File: src/rtl/avs_pkg.sv
// Shared types for the approximation-aware voltage step controller.
// Assumes: one controller per core, all logic in one clock domain.
package avs_pkg;

    // Selects which commit threshold a configuration write targets.
    typedef enum logic {
        THR_LOWER = 1'b0,   // commits needed before the supply is lowered
        THR_RAISE = 1'b1    // commits below which an abort raises the supply
    } thr_sel_e;

    // Single-cycle request from the commit tracker to the step register.
    typedef struct packed {
        logic lower;    // move one step toward lower supply
        logic raise;    // move one step toward nominal supply
    } step_req_t;

endpackage

File: src/rtl/avs_txn_monitor.sv
// Transaction monitor: tracks whether a transaction is open, holds its
// error budget and the count of tolerated violations, and decides when
// a violation forces an abort. txn_start has priority over all events.
// Assumes: events outside an open transaction are meaningless and dropped.
module avs_txn_monitor #(
    parameter int BUD_W = 4
) (
    input  logic             clk,
    input  logic             rst_n,
    input  logic             txn_start,
    input  logic [BUD_W-1:0] txn_budget,
    input  logic             txn_commit,
    input  logic             viol_valid,
    input  logic             viol_approx,
    output logic             abort_o,
    output logic             commit_o,
    output logic             open_o,
    output logic [BUD_W-1:0] ign_o
);
    localparam int EXT_W = BUD_W + 1;

    logic             open_q;
    logic [BUD_W-1:0] bud_q;
    logic [BUD_W-1:0] ign_q;
    logic             over_budget;
    logic             live;

    // Decide abort and commit for the current cycle.
    always_comb begin
        live        = open_q && !txn_start;
        over_budget = (EXT_W'(ign_q) + EXT_W'(1)) > EXT_W'(bud_q);
        abort_o     = live && viol_valid && (!viol_approx || over_budget);
        commit_o    = live && txn_commit && !abort_o;
    end

    // Update transaction state, budget and tolerated-error count.
    always_ff @(posedge clk) begin
        if (!rst_n) begin
            open_q <= 1'b0;
            bud_q  <= '0;
            ign_q  <= '0;
        end else if (txn_start) begin
            open_q <= 1'b1;
            bud_q  <= txn_budget;
            ign_q  <= '0;
        end else if (abort_o) begin
            open_q <= 1'b0;
            ign_q  <= '0;
        end else begin
            if (live && viol_valid) begin
                ign_q <= ign_q + BUD_W'(1);
            end
            if (commit_o) begin
                open_q <= 1'b0;
            end
        end
    end

    assign open_o = open_q;
    assign ign_o  = ign_q;

    AST_IGN_WITHIN_BUDGET: assert property (@(posedge clk) disable iff (!rst_n)
        open_q |-> (ign_q <= bud_q));
    AST_START_CLEARS_IGN: assert property (@(posedge clk) disable iff (!rst_n)
        txn_start |=> (open_q && ign_q == '0));

endmodule

File: src/rtl/avs_commit_tracker.sv
// Commit tracker: holds the two programmable thresholds and the count of
// consecutive commits, and issues lower/raise step requests.
// Assumes: abort_i and commit_i are never both high (monitor guarantees).
module avs_commit_tracker
    import avs_pkg::*;
#(
    parameter int CNT_W    = 8,
    parameter int DEF_HIGH = 100,
    parameter int DEF_LOW  = 10
) (
    input  logic             clk,
    input  logic             rst_n,
    input  logic             cfg_wr_en,
    input  logic             cfg_sel,
    input  logic [CNT_W-1:0] cfg_wdata,
    input  logic             abort_i,
    input  logic             commit_i,
    output step_req_t        req_o,
    output logic [CNT_W-1:0] cnt_o
);
    localparam int EXT_W = CNT_W + 1;

    logic [CNT_W-1:0] high_q;
    logic [CNT_W-1:0] low_q;
    logic [CNT_W-1:0] cnt_q;
    logic [EXT_W-1:0] cnt_inc;
    logic             past_high;

    // Work out the next count and whether a step request is due.
    always_comb begin
        cnt_inc     = EXT_W'(cnt_q) + EXT_W'(1);
        past_high   = cnt_inc > EXT_W'(high_q);
        req_o.lower = commit_i && past_high;
        req_o.raise = abort_i && (cnt_q < low_q);
    end

    // Hold the thresholds written by software.
    always_ff @(posedge clk) begin
        if (!rst_n) begin
            high_q <= CNT_W'(DEF_HIGH);
            low_q  <= CNT_W'(DEF_LOW);
        end else if (cfg_wr_en) begin
            if (thr_sel_e'(cfg_sel) == THR_LOWER) begin
                high_q <= cfg_wdata;
            end else begin
                low_q <= cfg_wdata;
            end
        end
    end

    // Count consecutive commits; clear on abort and on lowering.
    always_ff @(posedge clk) begin
        if (!rst_n) begin
            cnt_q <= '0;
        end else if (abort_i) begin
            cnt_q <= '0;
        end else if (commit_i) begin
            cnt_q <= past_high ? '0 : cnt_inc[CNT_W-1:0];
        end
    end

    assign cnt_o = cnt_q;

    AST_ABORT_CLEARS_CNT: assert property (@(posedge clk) disable iff (!rst_n)
        abort_i |=> (cnt_q == '0));
    AST_NO_DOUBLE_REQ: assert property (@(posedge clk) disable iff (!rst_n)
        !(abort_i && commit_i));

endmodule

File: src/rtl/avs_step_reg.sv
// Step register: saturating voltage step index, 0 = nominal supply,
// MAX_STEP = lowest permitted supply.
// Assumes: lower and raise requests are mutually exclusive.
module avs_step_reg
    import avs_pkg::*;
#(
    parameter int MAX_STEP = 6,
    parameter int STEP_W   = $clog2(MAX_STEP + 1)
) (
    input  logic              clk,
    input  logic              rst_n,
    input  step_req_t         req_i,
    output logic [STEP_W-1:0] step_o
);
    localparam logic [STEP_W-1:0] TOP = STEP_W'(MAX_STEP);

    logic [STEP_W-1:0] step_q;

    // Apply one step request, holding at either end of the range.
    always_ff @(posedge clk) begin
        if (!rst_n) begin
            step_q <= '0;
        end else if (req_i.lower && step_q != TOP) begin
            step_q <= step_q + STEP_W'(1);
        end else if (req_i.raise && step_q != '0) begin
            step_q <= step_q - STEP_W'(1);
        end
    end

    assign step_o = step_q;

    AST_STEP_IN_RANGE: assert property (@(posedge clk) disable iff (!rst_n)
        step_q <= TOP);
    AST_STEP_ONE_MOVE: assert property (@(posedge clk) disable iff (!rst_n)
        (step_q != $past(step_q)) |->
        ((step_q == $past(step_q) + STEP_W'(1)) || (step_q + STEP_W'(1) == $past(step_q))));

endmodule

File: src/rtl/avs_ctrl.sv
// Top of the approximation-aware voltage step controller. Connects the
// transaction monitor, commit tracker and step register, and registers
// the abort request so it is a clean one-cycle pulse.
// Assumes: the rollback engine reacts to abort_req and software issues
// txn_start again for the retry.
module avs_ctrl
    import avs_pkg::*;
#(
    parameter int BUD_W    = 4,
    parameter int CNT_W    = 8,
    parameter int MAX_STEP = 6,
    parameter int DEF_HIGH = 100,
    parameter int DEF_LOW  = 10,
    parameter int STEP_W   = $clog2(MAX_STEP + 1)
) (
    input  logic              clk,
    input  logic              rst_n,
    input  logic              cfg_wr_en,
    input  logic              cfg_sel,
    input  logic [CNT_W-1:0]  cfg_wdata,
    input  logic              txn_start,
    input  logic [BUD_W-1:0]  txn_budget,
    input  logic              txn_commit,
    input  logic              viol_valid,
    input  logic              viol_approx,
    output logic              abort_req,
    output logic [STEP_W-1:0] vstep,
    output logic [BUD_W-1:0]  ign_cnt,
    output logic [CNT_W-1:0]  commit_cnt
);
    logic      abort_now;
    logic      commit_now;
    logic      txn_open;
    step_req_t step_req;
    logic      abort_q;

    avs_txn_monitor #(.BUD_W(BUD_W)) u_mon (
        .clk         (clk),
        .rst_n       (rst_n),
        .txn_start   (txn_start),
        .txn_budget  (txn_budget),
        .txn_commit  (txn_commit),
        .viol_valid  (viol_valid),
        .viol_approx (viol_approx),
        .abort_o     (abort_now),
        .commit_o    (commit_now),
        .open_o      (txn_open),
        .ign_o       (ign_cnt)
    );

    avs_commit_tracker #(
        .CNT_W    (CNT_W),
        .DEF_HIGH (DEF_HIGH),
        .DEF_LOW  (DEF_LOW)
    ) u_trk (
        .clk       (clk),
        .rst_n     (rst_n),
        .cfg_wr_en (cfg_wr_en),
        .cfg_sel   (cfg_sel),
        .cfg_wdata (cfg_wdata),
        .abort_i   (abort_now),
        .commit_i  (commit_now),
        .req_o     (step_req),
        .cnt_o     (commit_cnt)
    );

    avs_step_reg #(
        .MAX_STEP (MAX_STEP),
        .STEP_W   (STEP_W)
    ) u_step (
        .clk    (clk),
        .rst_n  (rst_n),
        .req_i  (step_req),
        .step_o (vstep)
    );

    // Register the abort decision into a one-cycle request pulse.
    always_ff @(posedge clk) begin
        if (!rst_n) begin
            abort_q <= 1'b0;
        end else begin
            abort_q <= abort_now;
        end
    end

    assign abort_req = abort_q;

    AST_HARD_VIOL_ABORTS: assert property (@(posedge clk) disable iff (!rst_n)
        (txn_open && !txn_start && viol_valid && !viol_approx) |=> abort_req);
    AST_ABORT_ONE_CYCLE: assert property (@(posedge clk) disable iff (!rst_n)
        abort_req |=> !abort_req);
    AST_IDLE_NO_ABORT: assert property (@(posedge clk) disable iff (!rst_n)
        (!txn_open && !txn_start) |=> !abort_req);

endmodule

File: config.mk
export PLATFORM = sky130hd
export DESIGN_NAME = avs_ctrl
export DESIGN_NICKNAME = d
export VERILOG_FILES = /design/src/rtl/avs_pkg.sv /design/src/rtl/avs_txn_monitor.sv /design/src/rtl/avs_commit_tracker.sv /design/src/rtl/avs_step_reg.sv /design/src/rtl/avs_ctrl.sv
export SDC_FILE = /design/constraint.sdc
export NUM_CORES = 1
export LEC_CHECK = 0
export BUFFER_PORTS_ARGS = -buffer_cell sky130_fd_sc_hd__buf_2
export CORE_MARGIN = 1
export CORE_UTILIZATION = 50
export CTS_CLUSTER_DIAMETER = 30
export DETAILED_ROUTE_END_ITERATION = 7
export GPL_ROUTABILITY_DRIVEN = 0
export PLACE_DENSITY_LB_ADDON = 0.3
export SYNTH_ARGS = -nofsm -noshare
export SYNTH_HDL_FRONTEND = slang
export SYNTH_SLANG_ARGS = --single-unit
File: constraint.sdc
create_clock -name clk -period 8.76 [get_ports clk]
set_clock_uncertainty 0.15 [all_clocks]
set_input_delay 1.314 -clock clk [delete_from_list [all_inputs] [get_ports clk]]
set_output_delay 1.314 -clock clk [all_outputs]
set_load 0.02 [all_outputs]
==> parameters.txt <==
Parameter                              Value

Outcome
  Status    finished, final reports clean

Routing
  ANT nets after route    0
  Ratio of routed vias to standard cells    5.47
  Total detailed-routing wirelength    4680 um
  Initial DRT Pass Iterations    4
  Iter 0 DRT Violations    119
  Via count    1893
  Average wire per standard cell    13.5 um
  Number of design rule violations left after detail routing    0

Pwr
  Total power divided by cell area    133 mW/mm2
  Leakage power total    1.10 nW
  Worst IR drop on VDD    140 uV

Worst setup path
  Max Fanout on Critical Path    7
  Worst r2r src    u_trk.cnt_o[0]
  CP required    8.76 ns
  Arrival time reported for the critical path endpoint    3.96 ns
  Crit. Startpoint    u_trk.cnt_o[0]
  Type of destination of the critical path    register
  Capture point of the worst reg-to-reg path    u_step.step_o[2]
  R2R Setup Slk    4.80 ns
  Cells on worst reg2reg path    14
  Critical Setup Path Class    reg -> reg
  Type of element launching the critical path    register

GRT
  Overall track demand over capacity in global routing    22.2%
  Vias in the first global route    1594
  Global-route wire length before repair    7560 um
  Total grt overflow    0
  Pin count of the biggest net entering global routing    21
  Antenna violations before repair    0

Synth
  Parity-gate share of the synthesized area counting xor and xnor cells    4.37%
  Share of flip-flops with an asynchronous set or reset    0%
  Dominant combinational cell family by area after synthesis    simple AND/OR/NAND/NOR gates
  Synth cell types    50
  Proportion of synthesized chip area in sequential cells    33.6%
  Average cell area after synthesis    8.44 um2
  Synthesized area    0.00220 mm2
  Fraction of the mapped netlist area in adder cells    12.8%
  Post-synthesis compound-gate area fraction    18.1%
  Synth Area in Simple Gates    22.8%
  Register bit count reported by yosys    37
  Post-synth EDFFs    0
  Mux cell area share after synthesis    2.27%
  Most used flip-flop cell after synthesis    sky130_fd_sc_hd__dfxtp_1
  Number of warnings issued by yosys    0
  Net Count, Synth    303
  Instance count of the mapped netlist    261

Die
  Number of top-level design ports    36
  Placeable core region    0.00412 mm2
  DIE AREA    0.00468 mm2
  Initial cell density of the core    53.5%
  Die H    68.4 um
  Number of core rows    23
  Die X    68.4 um

Clock tree
  Clock tree root driver cell    sky130_fd_sc_hd__clkbuf_8
  Number of sinks on the clock net    37
  Quantity of gates resized following cts    0
  Clock latency of the later-clocked register in the worst-skew pair    0.29 ns
  Post-CTS setup-driven buffer insertion count    0
  Quantity of hold-fixing buffers added after cts    0
  CTS tree    yes
  Max Buffers Root-to-Sink    2
  Clock transition time at the flip-flop clock pins of the worst setup and hold paths    0.08 ns
  H-tree depth reported by CTS    2
  Number of buffers inserted during clock tree synthesis    5

Finish
  Fraction of layout instances using a drive strength above 1    18.9%
  Fillcell total    367
  Nets    337
  Area of the multi-input gates    0.00133 mm2
  Most common cell after layout, fill and taps aside    sky130_fd_sc_hd__nand2_1
  Post-route cell area    0.00248 mm2
  Area growth from synthesis to final layout    12.7%
  Antenna fix cells    0
  Top library cells by usage in the layout, fill and taps aside    sky130_fd_sc_hd__nand2_1, sky130_fd_sc_hd__dfxtp_1, sky130_fd_sc_hd__buf_2
  Flip-flop and latch area    741 um2

Placed design
  HPWL after detailed placement    3540 um
  Input/output buffers    35
  Dpl cell area    0.00240 mm2

Timing
  Max transition margin    54.3%
  Count of endpoints failing hold in the final timing report    0
  Final clock period utilization by the worst path    45.2%
  Setup repair after global routing missed its margin    no
  Max Clock Freq    0.253 GHz
  # setup viols final    0
  Actual slew at the worst max-slew pin    0.684 ns
  Setup Total Neg Slack    0 ns
  Final period demand of the worst path    3.96 ns
  Max Slew Vio Count    0

Hold path
  Hold EP    u_trk.low_q[6]
  Worst min-delay path category    reg -> reg
  Worst hold stages    2
  Start point of the worst min-delay path    u_trk.low_q[6]

Flow run
  Max Cap Violations    0
## worst max path at each step
| stage | endpoint | slack (ns) | cells past startpoint |
|---|---|---|---|
| floorplan | u_step.step_o[2] | 5.04 | 14 |
| global placement | u_step.step_o[2] | 4.99 | 14 |
| detailed placement | u_step.step_o[2] | 4.87 | 14 |
| CTS | u_step.step_o[2] | 4.85 | 14 |
| global route | u_step.step_o[2] | 4.58 | 14 |
| finish | u_step.step_o[2] | 4.80 | 14 |
## power breakdown
group | switching [mW] | internal [mW]
Sequential | 0.00299 | 0.174
Clock | 0.0622 | 0.0560
Combinational | 0.0209 | 0.0134
Total | 0.0861 | 0.243
## stage by stage
step	hold WS (ns)	total power [mW]	cells	setup WS (ns)	util, %
global route	0.335	0.345	346	4.58	60.4
detailed placement	0.296	0.215	338	4.87	58.2
global placement	0.294	0.214	338	4.99	58.2
finish	0.306	0.329	346	4.80	60.4
CTS	0.306	0.332	346	4.85	60.4
floorplan	0.285	0.204	261	5.04	-
## worst max-delay path, stage by stage, from the launching register on
cell	delay (ns)
sky130_fd_sc_hd__dfxtp_1	0.45
sky130_fd_sc_hd__ha_1	0.30
sky130_fd_sc_hd__and4_4	0.28
sky130_fd_sc_hd__nand2_1	0.10
sky130_fd_sc_hd__xnor2_1	0.16
sky130_fd_sc_hd__ha_1	0.35
sky130_fd_sc_hd__nand4_2	0.16
sky130_fd_sc_hd__or3_4	0.42
sky130_fd_sc_hd__a32oi_4	0.26
sky130_fd_sc_hd__and3_2	0.26
sky130_fd_sc_hd__inv_2	0.05
sky130_fd_sc_hd__fa_1	0.37
sky130_fd_sc_hd__nor3_1	0.25
sky130_fd_sc_hd__o21ai_0	0.10
sky130_fd_sc_hd__nor3b_2	0.15
## Yosys cell counts, types with 5 or more instances
cell type / n / area share [%]
sky130_fd_sc_hd__a21oi_1: 25 / 5.7
sky130_fd_sc_hd__mux2i_1: 5 / 2.3
sky130_fd_sc_hd__xor2_1: 5 / 2.0
sky130_fd_sc_hd__o211ai_1: 7 / 2.4
sky130_fd_sc_hd__ha_1: 21 / 12
sky130_fd_sc_hd__xnor2_1: 6 / 2.4
sky130_fd_sc_hd__nor3_1: 8 / 1.8
sky130_fd_sc_hd__nand3_1: 8 / 1.8
sky130_fd_sc_hd__inv_1: 22 / 3.7
sky130_fd_sc_hd__nand2_1: 42 / 7.2
sky130_fd_sc_hd__o21ai_0: 5 / 1.1
sky130_fd_sc_hd__nor2_1: 14 / 2.4
sky130_fd_sc_hd__dfxtp_1: 37 / 34
## routing by layer
layer	track usage (%)	wire, um	vias to the layer above
met4	7.03	39	0
met3	4.83	241	4
met1	32.0	2360	846
met5	0	0	-
met2	32.4	2040	62
li1	-	-	981
## kinds of logic after synthesis
kind of cell / Yosys count
muxes: 5
DFF: 37
buffers and inverters: 31
xor gates and xnor gates: 11
adders and majority gates: 22
AOI/OAI and AO/OA: 56
and+or+nand+nor: 99
## flip-flops by register name, indices dropped and copies added, names as in the netlist
name           flops
u_trk.cnt_o        8
u_trk.high_q       8
u_trk.low_q        8
u_mon.bud_q        4
u_mon.ign_o        4
u_step.step_o      3
abort_req          1
u_mon.open_o       1
## layout make-up
cell class / count / area share, %
inverter: 23 / 3.48
tap: 50 / 2.52
multi-input combinational: 193 / 53.6
clock inverter: 2 / 0.605
clock buffer: 6 / 2.92
sequential: 37 / 29.8
timing repair buffer: 35 / 7.05
Power figures use the tool's default switching activity.
